`src/rtl/irq_cause_bank_pkg.sv`:
```
`timescale 1ns/1ps
package irq_cause_bank_pkg;

  localparam int ADDR_W = 3;

  typedef enum logic [ADDR_W-1:0] {
    SEL_CAUSE    = 3'd0,
    SEL_RAISE    = 3'd1,
    SEL_MASK_ON  = 3'd2,
    SEL_MASK_OFF = 3'd3,
    SEL_CLRMODE  = 3'd4,
    SEL_PENDING  = 3'd5,
    SEL_MASKVAL  = 3'd6,
    SEL_SPARE    = 3'd7
  } reg_sel_e;

  // One-cycle strobes decoded from an accepted host command
  typedef struct packed {
    logic rd_cause;
    logic rd_pending;
    logic wr_cause;
    logic wr_raise;
    logic wr_mask_on;
    logic wr_mask_off;
    logic wr_clrmode;
  } host_op_t;

endpackage

```
`src/rtl/icb_host_port.sv`:
```
`timescale 1ns/1ps
module icb_host_port
  import irq_cause_bank_pkg::*;
#(
  parameter int WIDTH = 32
) (
  input  logic                  clk,
  input  logic                  rst_n,
  input  logic                  cmd_valid,
  output logic                  cmd_ready,
  input  logic                  cmd_write,
  input  logic [ADDR_W-1:0]     cmd_addr,
  output logic                  rsp_valid,
  input  logic                  rsp_ready,
  output logic [WIDTH-1:0]      rsp_data,
  input  logic [WIDTH-1:0]      cause_q,
  input  logic [WIDTH-1:0]      mask_q,
  input  logic [WIDTH-1:0]      clrmode_q,
  output host_op_t              op
);

  logic             accept;
  logic [WIDTH-1:0] rd_mux;
  reg_sel_e         sel;

  assign cmd_ready = !rsp_valid || rsp_ready;
  assign accept    = cmd_valid && cmd_ready;
  assign sel       = reg_sel_e'(cmd_addr);

  always_comb begin
    op = '0;
    if (accept) begin
      if (cmd_write) begin
        op.wr_cause    = (sel == SEL_CAUSE);
        op.wr_raise    = (sel == SEL_RAISE);
        op.wr_mask_on  = (sel == SEL_MASK_ON);
        op.wr_mask_off = (sel == SEL_MASK_OFF);
        op.wr_clrmode  = (sel == SEL_CLRMODE);
      end else begin
        op.rd_cause    = (sel == SEL_CAUSE);
        op.rd_pending  = (sel == SEL_PENDING);
      end
    end
  end

  always_comb begin
    case (sel)
      SEL_CAUSE:   rd_mux = cause_q;
      SEL_PENDING: rd_mux = cause_q & ~mask_q;
      SEL_CLRMODE: rd_mux = clrmode_q;
      SEL_MASKVAL: rd_mux = mask_q;
      default:     rd_mux = '0;
    endcase
  end

  always_ff @(posedge clk or negedge rst_n) begin
    if (!rst_n) begin
      rsp_valid <= 1'b0;
      rsp_data  <= '0;
    end else begin
      if (rsp_valid && rsp_ready) rsp_valid <= 1'b0;
      if (accept && !cmd_write) begin
        rsp_valid <= 1'b1;
        rsp_data  <= rd_mux;
      end
    end
  end

endmodule

```
`src/rtl/icb_ctrl_regs.sv`:
```
`timescale 1ns/1ps
module icb_ctrl_regs
  import irq_cause_bank_pkg::*;
#(
  parameter int WIDTH = 32
) (
  input  logic             clk,
  input  logic             rst_n,
  input  host_op_t         op,
  input  logic [WIDTH-1:0] wdata,
  output logic [WIDTH-1:0] mask_q,
  output logic [WIDTH-1:0] clrmode_q
);

  always_ff @(posedge clk or negedge rst_n) begin
    if (!rst_n) begin
      mask_q    <= '1;
      clrmode_q <= '0;
    end else begin
      if (op.wr_mask_on)  mask_q <= mask_q | wdata;
      if (op.wr_mask_off) mask_q <= mask_q & ~wdata;
      if (op.wr_clrmode)  clrmode_q <= wdata;
    end
  end

endmodule

```
`src/rtl/icb_cause_store.sv`:
```
`timescale 1ns/1ps
module icb_cause_store
  import irq_cause_bank_pkg::*;
#(
  parameter int WIDTH = 32
) (
  input  logic             clk,
  input  logic             rst_n,
  input  logic [WIDTH-1:0] hw_evt,
  input  host_op_t         op,
  input  logic [WIDTH-1:0] wdata,
  input  logic [WIDTH-1:0] mask_q,
  input  logic [WIDTH-1:0] clrmode_q,
  output logic [WIDTH-1:0] cause_q
);

  for (genvar b = 0; b < WIDTH; b++) begin : g_bit
    logic set_b;
    logic clr_b;

    assign set_b = hw_evt[b] | (op.wr_raise & wdata[b]);
    assign clr_b = (op.wr_cause & wdata[b])
                 | (op.rd_cause & clrmode_q[b])
                 | (op.rd_pending & clrmode_q[b] & ~mask_q[b]);

    always_ff @(posedge clk or negedge rst_n) begin
      if (!rst_n)     cause_q[b] <= 1'b0;
      else if (set_b) cause_q[b] <= 1'b1;
      else if (clr_b) cause_q[b] <= 1'b0;
    end
  end

endmodule

```
`src/rtl/irq_cause_bank.sv`:
```
`timescale 1ns/1ps
module irq_cause_bank
  import irq_cause_bank_pkg::*;
#(
  parameter int WIDTH = 32
) (
  input  logic              clk,
  input  logic              rst_n,
  input  logic [WIDTH-1:0]  hw_evt,
  input  logic              cmd_valid,
  output logic              cmd_ready,
  input  logic              cmd_write,
  input  logic [ADDR_W-1:0] cmd_addr,
  input  logic [WIDTH-1:0]  cmd_wdata,
  output logic              rsp_valid,
  input  logic              rsp_ready,
  output logic [WIDTH-1:0]  rsp_data,
  output logic              irq
);

  host_op_t         op;
  logic [WIDTH-1:0] cause_q;
  logic [WIDTH-1:0] mask_q;
  logic [WIDTH-1:0] clrmode_q;

  icb_host_port #(.WIDTH(WIDTH)) u_port (
    .clk       (clk),
    .rst_n     (rst_n),
    .cmd_valid (cmd_valid),
    .cmd_ready (cmd_ready),
    .cmd_write (cmd_write),
    .cmd_addr  (cmd_addr),
    .rsp_valid (rsp_valid),
    .rsp_ready (rsp_ready),
    .rsp_data  (rsp_data),
    .cause_q   (cause_q),
    .mask_q    (mask_q),
    .clrmode_q (clrmode_q),
    .op        (op)
  );

  icb_ctrl_regs #(.WIDTH(WIDTH)) u_ctrl (
    .clk       (clk),
    .rst_n     (rst_n),
    .op        (op),
    .wdata     (cmd_wdata),
    .mask_q    (mask_q),
    .clrmode_q (clrmode_q)
  );

  icb_cause_store #(.WIDTH(WIDTH)) u_cause (
    .clk       (clk),
    .rst_n     (rst_n),
    .hw_evt    (hw_evt),
    .op        (op),
    .wdata     (cmd_wdata),
    .mask_q    (mask_q),
    .clrmode_q (clrmode_q),
    .cause_q   (cause_q)
  );

  assign irq = |(cause_q & ~mask_q);

endmodule

```
`config.mk`:
```
export PLATFORM = sky130hd
export DESIGN_NAME = irq_cause_bank
export DESIGN_NICKNAME = d
export VERILOG_FILES = /design/src/rtl/irq_cause_bank_pkg.sv /design/src/rtl/icb_host_port.sv /design/src/rtl/icb_ctrl_regs.sv /design/src/rtl/icb_cause_store.sv /design/src/rtl/irq_cause_bank.sv
export SDC_FILE = /design/constraint.sdc
export NUM_CORES = 1
export LEC_CHECK = 0
export BUFFER_PORTS_ARGS = -buffer_cell sky130_fd_sc_hd__clkbuf_2
export CAP_MARGIN = 10
export CORE_AREA = 10 10 178 180
export CTS_BUF_LIST = sky130_fd_sc_hd__clkbuf_8
export DETAILED_ROUTE_END_ITERATION = 6
export DIE_AREA = 0 0 188 190
export GPL_TIMING_DRIVEN = 1
export MAX_ROUTING_LAYER = met4
export SLEW_MARGIN = 20
export SYNTH_ARGS = -nofsm -noshare
export SYNTH_HDL_FRONTEND = slang
export SYNTH_SLANG_ARGS = --single-unit
```
`constraint.sdc`:
```
create_clock -name clk -period 2.4 [get_ports clk]
set_input_delay 0.24 -clock clk [delete_from_list [all_inputs] [get_ports clk]]
set_output_delay 0.24 -clock clk [all_outputs]
set_load 0.02 [all_outputs]
```
==> results of run 1 <==
-- power groups by stage --
stage | clock network (mW) | registers [mW] | logic [mW]
2_1_floorplan | 0 | 2.94 | 0.752
3_3_place_gp | 0 | 2.93 | 1.28
3_5_place_dp | 0 | 2.95 | 1.31
4_1_cts | 2.27 | 2.91 | 1.34
5_1_grt | 2.36 | 2.97 | 1.46
6_report | 2.23 | 2.91 | 1.32
-- how the worst min path moves through the flow --
stage / from / end / slack [ns] / cells past startpoint
2_1_floorplan: rst_n / u_cause.cause_q[0] / -0.06 / 0
3_3_place_gp: rst_n / u_cause.cause_q[3] / 0.18 / 1
3_5_place_dp: rst_n / u_port.rsp_valid / 0.18 / 1
4_1_cts: hw_evt[24] / u_cause.cause_q[24] / 0.001 / 2
5_1_grt: hw_evt[5] / u_cause.cause_q[5] / 0.001 / 2
6_report: hw_evt[6] / u_cause.cause_q[6] / 0.005 / 2
-- cells in the mapped netlist, types with 26 or more instances --
cell,instances
a31oi_1,32
nand2b_1,28
nand2_1,67
mux2_2,30
mux2i_1,64
a21oi_1,26
dfstp_2,32
o21ai_1,30
a221o_1,32
o21ai_0,34
nand4_1,38
inv_1,64
dfrtp_1,97
o32ai_1,26
-- layout make-up --
type                       count  area, sq um  share of cell area [%]
antenna                        1         2.50                  0.0291
clock buffer                  19          262                    3.04
clock inverter                13          209                    2.43
inverter                      65          244                    2.84
multi-input combinational    442         3170                    36.9
sequential                   129         3270                    38.1
tap                          384          480                    5.59
timing repair buffer         151          951                    11.1
-- stage by stage --
stage | instance area, sq um | std cells | hold WS, ns
after CTS | 8580 | 1202 | 0.00136
final | 8590 | 1204 | 0.00520
after global routing | 8590 | 1204 | 0.00124
after floorplan | 6940 | 694 | -0.0556
after global placement | 7950 | 1154 | 0.181
after detailed placement | 7950 | 1154 | 0.184
-- routing by layer --
layer,GRT usage (%),share of wire (%),vias up
li1,-,-,2780
met1,18.2,46,2927
met2,20.7,46,221
met3,3.42,6.3,26
met4,3.82,1.7,0
met5,-,0,-
-- cell families after synthesis --
logic type,synth area share [%]
compound gates,19.2
simple gates,11.7
flops,47.1
buf+inv,7.48
mux,14.4
fa+ha+maj,0.162
-- repair_timing --
item	4_1_cts	5_1_grt
hold endpoints to repair	38	1
setup endpoints to repair	0	0
hold buffers	16	1
==> flow_summary.ini, run 1 <==
[timing]
finalWorstSetupSlack_ns = 0.137
min_period_over_period_pct = 94.3
fmax_mhz = 442
maxSlewHeadroom_pct = 24.7
rsz0062_at_grt = false
fin_skew_ns = 0.0154
tightest_slew_ns = 1.12
fin_crit_ns = 2.26
maxSlewViolCount = 0
setup_viol = 0
setup_tns_ns = 0
finalHoldViolCount = 0

[synth]
synth_top_cell_by_area = dfrtp_1
async_flop_share_pct = 100
post_synth_num_cell_types = 38
synth_seq_cells = 129
synthCells = 694
synth.avg_cell_area_sq_um = 10.0
yosysSeqAreaShare_pct = 47.1
synth_edf_count = 0
synth_top_area_share_pct = 35.0
synth_flop_cell = dfrtp_1
synth.net_count = 766
yosys_warnings = 0
syn_area_sq_um = 6940
yosys-top-cells-area = dfrtp_1 (35%), dfstp_2 (12%), mux2i_1 (9.2%)

[cts]
clock_sinks = 129
clock_latency_ns = 0.46
cts-resized-gates = 0
cts_tree = built
ctsLongestPathBuffers = 2
cts_setup_buffers = 0
cts_made_buffers = 17
root_buffer = clkbuf_8
cts-htree-levels = 4
clkTransAtPathRegs_ns = 0.09

[critical_path]
crit_buf_inv = 1
path_delay_family = simple AND/OR/NAND/NOR gates
path_max_fanout = 4
worstPathCellList = nand2b_1 -> nand4_1 -> nor4_1 -> nand3_1 -> clkbuf_2
crit_cells = 5
crit_arrival_ns = 2.02
critPathRequiredTime_ns = 2.16
start_kind = register
reg2regPathDepth = 5
max_stage_delay_ns = 0.56
endpoint_kind = primary output
r2r_start = u_port.rsp_valid
crit_end = irq
rr_endpoint = u_cause.cause_q[27]
r2r_slack_ns = 0.32
crit_type = reg -> out
slowest_stage = dfstp_2

[power_and_ir_drop]
pwr-share-seq_pct = 45.1
netSwitchingFraction_pct = 30.8
ir_worst_vdd_mv = 0.336
power_frac_comb_pct = 20.4
internal_power_mw = 4.47
leakage_nw = 4.01
clkPwrFrac_pct = 34.5
p_sw_mw = 1.99
power_mw = 6.46
power.density_nw_per_um2 = 753

[die]
dieWidth_um = 188
row_count = 62
io-pin-count = 107
initial_core_util_pct = 24.6
core_sq_um = 28200
die_area_sq_um = 35700
die_h_um = 190

[global_route]
grt_pass1_wl_um = 37300
grt_max_degree = 70
antenna_found_initial = 1
overflow = 0
grt_pass1_vias = 6032
grtUsageTotal_pct = 13.8

[routing]
num_vias = 5954
via_per_inst = 4.95
drt_first_iter_violations = 474
detail-route-antenna-nets = 0
firstDrtPassIters = 5
post-route-drc-count = 0
routed_wl_um = 24200
drt-wirelength-per-cell_um = 20.1

[layout]
nets = 878
layout_commonest_cell = clkbuf_2
final_cell_mix = clkbuf_2 (105), dfrtp_1 (97), nand2_1 (67), inv_1 (65), mux2i_1 (64)
syn_to_final_growth_pct = 23.7
drive_above_1_share_pct = 28.9
fin_util_pct = 30.4
filler_cell_count = 2962

[placement]
port_buffers = 106
hpwl_um = 16700
gp_congestion = 0.825
place_ws_ns = 0.242

[run]
cap_violations = 0

[status]
status = completed

[hold_path]
hp-class = in -> reg
(Power assumes the default switching activity.)
==> run 2, diff against run 1 <==
Settings changed: PLACE_DENSITY_LB_ADDON set to 0.12.
==> flow_summary.ini, run 2 (synthesis results as in run 1) <==
[status]
status = completed

[global_route]
antenna_found_initial = 0
grt_max_degree = 66
grt_pass1_wl_um = 41500
grt_pass1_vias = 6498
overflow = 0
grtUsageTotal_pct = 15.5

[critical_path]
crit_type = reg -> out
crit_end = irq
r2r_start = u_port.rsp_valid
start_kind = register
reg2regPathDepth = 5
endpoint_kind = primary output
max_stage_delay_ns = 0.55
crit_arrival_ns = 2.05
path_max_fanout = 4
rr_endpoint = u_cause.cause_q[18]
r2r_slack_ns = 0.66
worstPathCellList = nand2b_1 -> nand4_1 -> nor4_2 -> nand3_1 -> clkbuf_2
slowest_stage = dfstp_2
critPathRequiredTime_ns = 2.16

[timing]
setup_tns_ns = 0
fmax_mhz = 437
finalHoldViolCount = 0
rsz0062_at_grt = false
setup_viol = 0
tightest_slew_ns = 0.711
fin_crit_ns = 2.29
fin_hold_ws_ns = 0.0291
finalWorstSetupSlack_ns = 0.112
maxSlewViolCount = 0
fin_skew_ns = 0.0157
maxSlewHeadroom_pct = 52.6
min_period_over_period_pct = 95.4

[power_and_ir_drop]
power.density_nw_per_um2 = 755
ir_worst_vdd_mv = 0.258
leakage_nw = 4.06
power_mw = 6.56

[run]
cap_violations = 0

[routing]
drt_first_iter_violations = 434
routed_wl_um = 27300
num_vias = 6119
drt-wirelength-per-cell_um = 22.6
post-route-drc-count = 0
firstDrtPassIters = 6
via_per_inst = 5.05
detail-route-antenna-nets = 0

[cts]
clock_latency_ns = 0.46
root_buffer = clkbuf_8
cts_made_buffers = 17
clkTransAtPathRegs_ns = 0.07
cts-htree-levels = 4
ctsLongestPathBuffers = 2
clock_sinks = 129
cts_tree = built

[die]
initial_core_util_pct = 24.6
core_sq_um = 28200
die_area_sq_um = 35700
die_h_um = 190
row_count = 62
io-pin-count = 107
dieWidth_um = 188

[placement]
gp_congestion = 0.747
place_ws_ns = 0.446
placed_cells = 1151
port_buffers = 106
place_area_sq_um = 7940
hpwl_um = 17300

[layout]
final_cell_mix = clkbuf_2 (105), dfrtp_1 (97), nand2_1 (67), inv_1 (65), mux2i_1 (64)
filler_cell_count = 2999
nets = 886
fin_util_pct = 30.8
layout_commonest_cell = clkbuf_2
syn_to_final_growth_pct = 25.3
final_area_sq_um = 8700
insertedDiodeCount = 0
instances_no_fill = 1211
drive_above_1_share_pct = 28.4

[hold_path]
hp-class = in -> reg
whs_path_depth = 2
[run 2: cell types whose count changed in the layout (fill, tap and decap cells not counted), sizes merged]
cell | previous run | this run
buf | 29 | 26
clkbuf | 124 | 126
clkinv | 4 | 5
clkinvlp | 2 | 0
diode | 1 | 0
dlygate4sd3 | 17 | 28
inv | 67 | 66
[run 2: critical path, delay by kind of cell, from the launching register on]
family / cells / cell delay (ns)
flops: 1 / 0.55
buf+inv: 1 / 0.21
simple gates: 4 / 0.82
[run 2: how the worst min path moves through the flow]
| stage | endpoint | slack (ns) | start |
|---|---|---|---|
| 2_1_floorplan | u_cause.cause_q[0] | -0.06 | rst_n |
| 3_3_place_gp | u_port.rsp_data[3] | 0.31 | rst_n |
| 3_5_place_dp | u_port.rsp_data[3] | 0.32 | rst_n |
| 4_1_cts | u_cause.cause_q[17] | 0.002 | hw_evt[17] |
| 5_1_grt | u_cause.cause_q[17] | 0.01 | hw_evt[17] |
| 6_report | u_cause.cause_q[17] | 0.03 | hw_evt[17] |
[run 2: power breakdown]
group,switching (mW),internal [mW]
Sequential,0.286,2.62
Clock,0.935,1.34
Combinational,0.814,0.569
Total,2.03,4.53
[run 2: metal layers]
metal	routed length [um]	vias to the layer above	track usage, %
li1	-	2796	-
met1	12900	3095	19.8
met2	13000	198	25.0
met3	1160	30	2.91
met4	329	0	3.82
met5	0	-	-
[run 2: repair_timing]
item	CTS	global route
gates resized for setup	0	2
endpoints found under the hold margin	76	0
hold buffers	28	0
endpoints found under the setup margin	0	1
buffers inserted	0	0
[run 2: layout make-up]
| cell class | count | area [sq um] | share of cell area (%) |
|---|---|---|---|
| multi-input cells | 442 | 3180 | 36.6 |
| repair buffers | 159 | 1050 | 12.1 |
| clock buffers | 21 | 289 | 3.32 |
| well taps | 384 | 480 | 5.52 |
| clock inverters | 11 | 183 | 2.10 |
| inverters | 65 | 244 | 2.80 |
| flip-flops and latches | 129 | 3270 | 37.6 |
==> run 3, diff against run 2 <==
Settings changed: HOLD_SLACK_MARGIN set to 0.03.
Clock period 2.4 ns to 1.9 ns, I/O delays scaled along.
==> flow_summary.ini, run 3 (synthesis results as in run 1) <==
[hold_path]
whs_path_depth = 3
hp-class = in -> reg
worstHoldStart = cmd_wdata[9]

[placement]
port_buffers = 106
gp_congestion = 0.785
hpwl_um = 18100

[cts]
cts_tree = built
cts_made_buffers = 17
ctsLongestPathBuffers = 2
clkTransAtPathRegs_ns = 0.08
cts-htree-levels = 4
clock_sinks = 129
root_buffer = clkbuf_8
clock_latency_ns = 0.46

[global_route]
grt_pass1_vias = 6536
grt_pass1_wl_um = 42700
grtUsageTotal_pct = 16.0
overflow = 0
antenna_found_initial = 0
grt_max_degree = 65

[critical_path]
r2r_slack_ns = 0.14
reg2regPathDepth = 5
crit_arrival_ns = 1.92
worstPathCellList = nand2b_1 -> nand4_1 -> nor3_2 -> nand3_2 -> buf_8
crit_type = reg -> out
start_kind = register
critPathRequiredTime_ns = 1.71
r2r_start = u_port.rsp_valid
rr_endpoint = u_ctrl.clrmode_q[22]
path_max_fanout = 4
slowest_stage = dfstp_2
endpoint_kind = primary output
max_stage_delay_ns = 0.55

[layout]
layout_commonest_cell = clkbuf_2
fin_util_pct = 33.1
syn_to_final_growth_pct = 34.5
multi_input_area_sq_um = 3290
nets = 933
insertedDiodeCount = 0
final_cell_mix = clkbuf_2 (104), dfrtp_1 (97), nand2_1 (67), inv_1 (66)
seqCellArea_sq_um = 3270
filler_cell_count = 2955
drive_above_1_share_pct = 29.7

[power_and_ir_drop]
power_frac_comb_pct = 23.2
netSwitchingFraction_pct = 31.1
power.density_nw_per_um2 = 901
leakage_nw = 4.39
internal_power_mw = 5.80
clkPwrFrac_pct = 33.1
pwr-share-seq_pct = 43.7
p_sw_mw = 2.61
ir_worst_vdd_mv = 0.413

[timing]
setup_tns_ns = -0.214
fin_skew_ns = 0.0152
rsz0062_at_grt = true
setup_viol = 1
finalWorstSetupSlack_ns = -0.214
maxSlewHeadroom_pct = 64.8
tightest_slew_ns = 0.529
finalHoldViolCount = 0
fin_crit_ns = 2.11
maxSlewViolCount = 0
min_period_over_period_pct = 111
fmax_mhz = 473

[die]
dieWidth_um = 188
die_area_sq_um = 35700
initial_core_util_pct = 24.6
row_count = 62
io-pin-count = 107
die_h_um = 190
core_sq_um = 28200

[status]
status = complete, but fails checks
violations = setup timing

[routing]
routed_wl_um = 27900
firstDrtPassIters = 5
post-route-drc-count = 0
drt-wirelength-per-cell_um = 22.2
via_per_inst = 5.02
drt_first_iter_violations = 427
detail-route-antenna-nets = 0
num_vias = 6310

[run]
cap_violations = 0
==> run 3: cell types whose count changed in the layout (fill, tap and decap cells not counted), sizes merged <==
cell | previous run | this run
inv | 66 | 68
clkinv | 5 | 3
buf | 26 | 38
dlygate4sd3 | 28 | 64
bufinv | 5 | 4
==> run 3: timing repair <==
item | 4_1_cts | 5_1_grt
buffers inserted | 2 | 2
pin swaps | 3 | 4
hold endpoints to repair | 122 | 0
endpoints found under the setup margin | 1 | 1
hold buffers | 64 | 0
gates resized for setup | 16 | 5
==> run 3: cell type report <==
type	count	share of cell area, %
Clock inverter	10	1.66
Timing Repair Buffer	206	17.1
Tap cell	384	5.14
Clock buffer	22	3.24
Sequential cell	129	35.0
Multi-Input combinational cell	442	35.3
Inverter	65	2.61
==> run 3: how the worst max path moves through the flow <==
stage	from	endpoint	slack (ns)	cells after the start
6_report	register	irq	-0.21	5
3_5_place_dp	register	irq	0.11	5
4_1_cts	register	irq	-0.26	5
3_3_place_gp	register	irq	0.07	5
5_1_grt	register	irq	-0.38	5
2_1_floorplan	u_port.rsp_valid	u_ctrl.clrmode_q[10]	0.20	5
==> run 3: per-layer routing <==
layer	vias to the layer above	track usage, %	wire, um
li1	2887	-	-
met1	3188	21.9	13500
met2	213	24.0	12700
met3	22	3.02	1390
met4	0	3.48	308
met5	-	-	0
==> run 3: critical path, delay by kind of cell (launching register included) <==
family,cells,cell delay (ns)
DFF,1,0.55
and+or+nand+nor,4,0.75
buffers and inverters,1,0.17
==> run 3: power by group through the flow <==
stage / Clock (mW) / Combinational [mW] / Sequential (mW)
2_1_floorplan: 0 / 0.950 / 3.72
3_3_place_gp: 0 / 1.73 / 3.69
3_5_place_dp: 0 / 1.74 / 3.72
4_1_cts: 2.85 / 1.94 / 3.67
5_1_grt: 2.98 / 2.15 / 3.75
6_report: 2.79 / 1.95 / 3.68
==> run 3: stage by stage <==
step | setup WS [ns] | cells | area [sq um] | hold slack (ns) | power [mW]
2_1_floorplan | 0.202 | 694 | 6940 | -0.106 | 4.67
3_3_place_gp | 0.0677 | 1158 | 8080 | 0.158 | 5.42
3_5_place_dp | 0.106 | 1158 | 8080 | 0.158 | 5.46
4_1_cts | -0.262 | 1256 | 9290 | 0.0384 | 8.47
5_1_grt | -0.375 | 1258 | 9340 | 0.0535 | 8.87
6_report | -0.214 | 1258 | 9340 | 0.0600 | 8.41
